**src/rtl/ctl9_link_pkg.sv**
```systemverilog
package ctl9_link_pkg;
   localparam int unsigned WORD_BITS = 9;
   localparam int unsigned BYTE_BITS = 8;

   typedef logic [WORD_BITS-1:0] word9_t;
   typedef logic [BYTE_BITS-1:0] byte_t;

   // Fixed query command word for the identifier read (bit 8 clear = command)
   localparam word9_t ID_QUERY = 9'h004;

   typedef enum logic [2:0] {
      SQ_IDLE,
      SQ_CMD,
      SQ_PARM,
      SQ_RCMD,
      SQ_RDUM,
      SQ_RDAT
   } seq_e;
endpackage

```
**src/rtl/ctl9_halfper.sv**
```systemverilog
module ctl9_halfper #(
   parameter int unsigned HALF_DIV = 50
) (
   input  logic clk,
   input  logic rst_n,
   input  logic en,
   output logic tick
);
   localparam int unsigned CW = (HALF_DIV > 1) ? $clog2(HALF_DIV) : 1;
   localparam logic [CW-1:0] LAST = CW'(HALF_DIV - 1);

   logic [CW-1:0] cnt;

   always_ff @(posedge clk or negedge rst_n) begin
      if (!rst_n)            cnt <= '0;
      else if (!en)          cnt <= '0;
      else if (cnt == LAST)  cnt <= '0;
      else                   cnt <= cnt + 1'b1;
   end

   assign tick = en && (cnt == LAST);
endmodule

```
**src/rtl/ctl9_shifter.sv**
```systemverilog
module ctl9_shifter
   import ctl9_link_pkg::*;
(
   input  logic       clk,
   input  logic       rst_n,
   input  logic       start,
   input  word9_t     tx_word,
   input  logic [3:0] nbits,
   input  logic       tick,
   input  logic       miso,
   output logic       busy,
   output logic       cs_n,
   output logic       sclk,
   output logic       mosi,
   output byte_t      rx_byte,
   output logic       word_done
);
   localparam int unsigned HW = 5;

   word9_t        sh;
   logic [HW-1:0] halves;
   logic [3:0]    nb;
   logic [HW-1:0] edge_end;
   logic [HW-1:0] gap_end;

   assign edge_end = {nb, 1'b0};
   assign gap_end  = edge_end + 5'd2;
   assign mosi     = sh[WORD_BITS-1];

   always_ff @(posedge clk or negedge rst_n) begin
      if (!rst_n) begin
         busy      <= 1'b0;
         cs_n      <= 1'b1;
         sclk      <= 1'b0;
         sh        <= '0;
         rx_byte   <= '0;
         halves    <= '0;
         nb        <= '0;
         word_done <= 1'b0;
      end else begin
         word_done <= 1'b0;
         if (start) begin
            busy    <= 1'b1;
            cs_n    <= 1'b0;
            sclk    <= 1'b0;
            sh      <= tx_word;
            rx_byte <= '0;
            halves  <= '0;
            nb      <= nbits;
         end else if (busy && tick) begin
            halves <= halves + 5'd1;
            if (halves < edge_end) begin
               if (!halves[0]) begin
                  sclk    <= 1'b1;
                  rx_byte <= {rx_byte[BYTE_BITS-2:0], miso};
               end else begin
                  sclk <= 1'b0;
                  if (halves + 5'd1 == edge_end) begin
                     cs_n <= 1'b1;
                     sh   <= '0;
                  end else begin
                     sh <= {sh[WORD_BITS-2:0], 1'b0};
                  end
               end
            end else if (halves + 5'd1 == gap_end) begin
               busy      <= 1'b0;
               word_done <= 1'b1;
            end
         end
      end
   end
endmodule

```
**src/rtl/ctl9_link_master.sv**
```systemverilog
module ctl9_link_master
   import ctl9_link_pkg::*;
#(
   parameter int unsigned HALF_DIV = 50,
   parameter int unsigned CNT_W    = 5
) (
   input  logic             clk,
   input  logic             rst_n,
   output logic             req_ready,
   input  logic             wr_valid,
   input  logic [7:0]       wr_cmd,
   input  logic [CNT_W-1:0] wr_count,
   input  logic             id_valid,
   output logic             prm_req,
   input  logic [7:0]       prm_byte,
   output logic             done,
   output logic [7:0]       id_data,
   output logic             cs_n,
   output logic             sclk,
   output logic             mosi,
   input  logic             miso
);
   localparam logic [3:0] NB_WORD = 4'(WORD_BITS);
   localparam logic [3:0] NB_BYTE = 4'(BYTE_BITS);

   generate
      if (HALF_DIV < 1) begin : g_bad_div
         $error("ctl9_link_master: HALF_DIV must be at least 1");
      end
      if (CNT_W < 1 || CNT_W > 16) begin : g_bad_cnt
         $error("ctl9_link_master: CNT_W must lie in 1..16");
      end
   endgenerate

   seq_e             st;
   logic [CNT_W-1:0] left;
   logic             sh_start;
   word9_t           sh_tx;
   logic [3:0]       sh_nb;
   logic             sh_busy;
   logic             tick;
   byte_t            rx_byte;
   logic             word_done;

   ctl9_halfper #(.HALF_DIV(HALF_DIV)) div_i (
      .clk  (clk),
      .rst_n(rst_n),
      .en   (sh_busy),
      .tick (tick)
   );

   ctl9_shifter shf_i (
      .clk      (clk),
      .rst_n    (rst_n),
      .start    (sh_start),
      .tx_word  (sh_tx),
      .nbits    (sh_nb),
      .tick     (tick),
      .miso     (miso),
      .busy     (sh_busy),
      .cs_n     (cs_n),
      .sclk     (sclk),
      .mosi     (mosi),
      .rx_byte  (rx_byte),
      .word_done(word_done)
   );

   assign req_ready = (st == SQ_IDLE);

   always_comb begin
      sh_start = 1'b0;
      sh_tx    = '0;
      sh_nb    = NB_WORD;
      prm_req  = 1'b0;
      unique case (st)
         SQ_IDLE: begin
            if (wr_valid) begin
               sh_start = 1'b1;
               sh_tx    = {1'b0, wr_cmd};
            end else if (id_valid) begin
               sh_start = 1'b1;
               sh_tx    = ID_QUERY;
            end
         end
         SQ_CMD, SQ_PARM: begin
            if (word_done && left != '0) begin
               prm_req  = 1'b1;
               sh_start = 1'b1;
               sh_tx    = {1'b1, prm_byte};
            end
         end
         SQ_RCMD: sh_start = word_done;
         SQ_RDUM: begin
            sh_start = word_done;
            sh_nb    = NB_BYTE;
         end
         default: ;
      endcase
   end

   always_ff @(posedge clk or negedge rst_n) begin
      if (!rst_n) begin
         st      <= SQ_IDLE;
         left    <= '0;
         done    <= 1'b0;
         id_data <= '0;
      end else begin
         done <= 1'b0;
         unique case (st)
            SQ_IDLE: begin
               if (wr_valid) begin
                  st   <= SQ_CMD;
                  left <= wr_count;
               end else if (id_valid) begin
                  st <= SQ_RCMD;
               end
            end
            SQ_CMD, SQ_PARM: begin
               if (word_done) begin
                  if (left != '0) begin
                     left <= left - 1'b1;
                     st   <= SQ_PARM;
                  end else begin
                     st   <= SQ_IDLE;
                     done <= 1'b1;
                  end
               end
            end
            SQ_RCMD: if (word_done) st <= SQ_RDUM;
            SQ_RDUM: if (word_done) st <= SQ_RDAT;
            SQ_RDAT: begin
               if (word_done) begin
                  id_data <= rx_byte;
                  done    <= 1'b1;
                  st      <= SQ_IDLE;
               end
            end
            default: st <= SQ_IDLE;
         endcase
      end
   end
endmodule

```
**config.mk**
```make
export PLATFORM = sky130hd
export DESIGN_NAME = ctl9_link_master
export DESIGN_NICKNAME = d
export VERILOG_FILES = /design/src/rtl/ctl9_link_pkg.sv /design/src/rtl/ctl9_halfper.sv /design/src/rtl/ctl9_shifter.sv /design/src/rtl/ctl9_link_master.sv
export SDC_FILE = /design/constraint.sdc
export NUM_CORES = 1
export LEC_CHECK = 0
export ABC_AREA = 1
export ABC_CLOCK_PERIOD_IN_PS = 2600
export BUFFER_PORTS_ARGS = -buffer_cell sky130_fd_sc_hd__buf_2
export CORE_MARGIN = 1
export CORE_UTILIZATION = 30
export CTS_CLUSTER_SIZE = 40
export DETAILED_ROUTE_END_ITERATION = 7
export SETUP_SLACK_MARGIN = 0.3
export SLEW_MARGIN = 30
export SYNTH_ARGS = -nofsm -noshare
export SYNTH_HDL_FRONTEND = slang
export SYNTH_SLANG_ARGS = --single-unit
export TNS_END_PERCENT = 1
```
**constraint.sdc**
```tcl
create_clock -name clk -period 2.6 [get_ports clk]
set_input_delay 0.13 -clock clk [delete_from_list [all_inputs] [get_ports clk]]
set_output_delay 0.13 -clock clk [all_outputs]
set_load 0.005 [all_outputs]
```
==> out/qor.yml <==
global_routing:
  grt_pass1_vias: 2157
  grt.met2_usage_pct: 21.39
  use_met1_pct: 17.88
  grt_max_degree: 40
  globalRoute.busiestLayer: "met2"
  antenna_found_initial: 0
  grt_pass1_wl_mm: 9.625
  grt.met3_usage_pct: 2.528
  grt_usage_pct: 13.33
  grt_overflow_total: 0
placed_design:
  dp_slack_ns: 0.6493
  dp_cells: 482
  dpl.hpwl_mm: 4.155
  gp_congestion: 0.8135
  port_buffers: 39
critical_path:
  critical_path.cell_chain: "inv_1 > ha_1 > inv_1 > nor2_1 > nand2_1 > nand2_1 > nor2_8 > nor2_8 > nand2_1 > nand2_2 > nand2_1 > o21ai_1"
  crit_type: "reg2reg"
  slowest_delay_ns: 0.39
  cp_num_buf_inv: 2
  crit_family: "simple AND/OR/NAND/NOR gates"
  rrSetupSlack_ns: 0.66
  cpMostUsedCell: "nand2_1"
  worst_r2r_startpoint: "left[0]"
  path_max_fanout: 19
  crit_path_start_kind: "flop"
  arrival_ns: 2.19
  required_ns: 2.84
  end_kind: "flop"
  slowest_stage: "dfrtp_1"
  worstReg2RegEnd: "shf_i.rx_byte[5]"
  ff2ff_path_depth: 12
final_layout:
  area.growth.synth_to_final_pct: 15.45
  fin_cells: 491
  finalNetCount: 414
  diodes: 0
  drive_gt1_share_pct: 18.28
clock_network:
  cts.sinks: 51
  cts-resized-gates: 0
  worstSkewPairLatency_ns: 0.31
  clk_pin_slew_ns: 0.10
  post-cts-setup-buffers: 0
  numCtsBuffers: 5
  cts_tree: "yes"
  root_buffer: "clkbuf_8"
  clock_path_buffers: 2
  cts_hold_buf: 1
  htree_num_levels: 2
logic_synthesis:
  ys_warn_count: 0
  yosysSeqAreaShare_pct: 47.96
  ys_types: 32
  syn_nets: 370
  netlist_area_um2: 2664
  avgSynthCellArea_um2: 7.881
  synth_edf_count: 0
  synthArstFlopShare_pct: 100.0
  synthFlopType: "dfrtp_1"
  synth_cells: 338
  ys_seq_elements: 51
flow_run:
  drv_cap: 0
min_path:
  hold_depth: 3
  hold_start: "prm_byte[0]"
  hp-class: "in2reg"
  whs_endpoint: "shf_i.sh[0]"
die:
  start_util_pct: 30.69
  core_um2: 8678
  die_h_um: 96.23
  num_io_pins: 40
  rows: 34
  die_w_um: 96.23
  dieArea_um2: 9260
power_and_ir_drop:
  p_total_mw: 2.525
  vdd.ir_drop.worst_mv: 0.3609
  p_leak_nw: 1.617
  power-per-cell-area_nw_per_um2: 821.1
sta:
  skew_ns: 0.01107
  hold_violations: 0
  finalCritPeriodShare_pct: 74.71
  final.setup.tns_ns: 0
  max_slew_margin_pct: 58.62
  drv_slew: 0
  tightest_slew_ns: 0.6189
  setup_violations: 0
  fin_ws_ns: 0.6575
  rsz0062_at_grt: "false"
  timing.fmax_mhz: 514.8
  fin_crit_ns: 1.942
routing:
  vias_per_cell: 4.615
  drc: 0
  wl_mm: 5.467
  vias: 2266
  drt_first_pass_iters: 4
  antenna_left: 0
  initialDrtViolationCount: 111
  drt-wirelength-per-cell_um: 11.13
status:
  status: "complete, no violations"
layout by cell type (no fill, tap or decap), types with 3 or more instances in the layout:
cell,instances
a21oi_1,11
buf_2,39
clkbuf_8,5
dfrtp_1,50
ha_1,6
inv_1,32
inv_2,5
nand2_1,110
nand2_2,6
nand3_1,26
nand4_1,6
nor2_1,28
nor2_2,3
o21ai_0,23
o21ai_1,8
synthesized netlist by cell type (all sizes together), types with 2 or more instances:
cell type	count	area share, %
xor2	2	0.66
a21oi	11	2.1
nand4	6	1.4
nand3	27	5.3
a211oi	2	0.56
buf	3	1.0
ha	6	2.8
nor2	33	6.2
o21ai	32	6.4
inv	37	5.2
nand2	118	18
dfrtp	50	47
flip-flops by register name (all words and copies together), names as in the netlist:
| name | flops |
|---|---|
| shf_i.sclk | 1 |
| shf_i.rx_byte | 8 |
| shf_i.word_done | 1 |
| div_i.cnt | 6 |
| shf_i.halves | 5 |
| left | 5 |
| id_data | 8 |
| shf_i.cs_n | 1 |
| done | 1 |
| shf_i.busy | 1 |
| st | 3 |
| shf_i.nb | 2 |
| shf_i.sh | 9 |
cell type report:
cell class | instances | area, um2
clock buffer | 5 | 68.82
clock inverter | 3 | 26.28
fill | 937 | 5603
inverter | 38 | 142.6
multi-input combinational | 245 | 1212
sequential | 51 | 1277
tap | 108 | 135.1
timing repair buffer | 41 | 212.7
through the flow:
step | hold WS [ns] | utilization [%] | area (um2)
finish | 0.02829 | 35.44 | 3075
global route | 0.04584 | 35.44 | 3075
CTS | 0.02438 | 35.44 | 3075
detailed placement | 0.04017 | 34.23 | 2970
global placement | 0.04178 | 34.23 | 2970
floorplan | -0.1656 | - | 2664
cell families after synthesis:
| kind of cell | Yosys count | share of synthesized area (%) |
|---|---|---|
| and+or+nand+nor | 187 | 31.28 |
| DFF | 51 | 47.96 |
| AOI/OAI and AO/OA | 48 | 10.00 |
| buffers and inverters | 42 | 6.529 |
| adders and majority gates | 6 | 2.818 |
| xor gates and xnor gates | 3 | 0.9866 |
| muxes | 1 | 0.4227 |
report_power, final:
part	total [mW]	switching (mW)	internal (mW)
clock	0.483	0.285	0.198
combinational	0.951	0.627	0.324
sequential	1.09	0.117	0.975
total	2.53	1.03	1.50
worst min-delay path, cell delays in order:
cell	delay, ns
buf_2	0.07
a32oi_1	0.05
nand2_1	0.06
how the worst max path moves through the flow:
stage                       start               end  slack (ns)  cells after the start
after global routing      left[0]  shf_i.rx_byte[5]        0.35                     12
after floorplan           left[0]  shf_i.rx_byte[1]        0.96                     12
final                     left[0]  shf_i.rx_byte[5]        0.66                     12
after global placement    left[0]  shf_i.rx_byte[5]        0.74                     12
after detailed placement  left[0]  shf_i.rx_byte[5]        0.65                     12
after CTS                 left[0]  shf_i.rx_byte[5]        0.63                     12
metal layers:
layer  routed length [um]  up-vias
met5                    0        -
met4                   70        0
met3                  211        8
met2                 2477       50
met1                 2707     1038
li1                     -     1170
(Power assumes the default switching activity.)
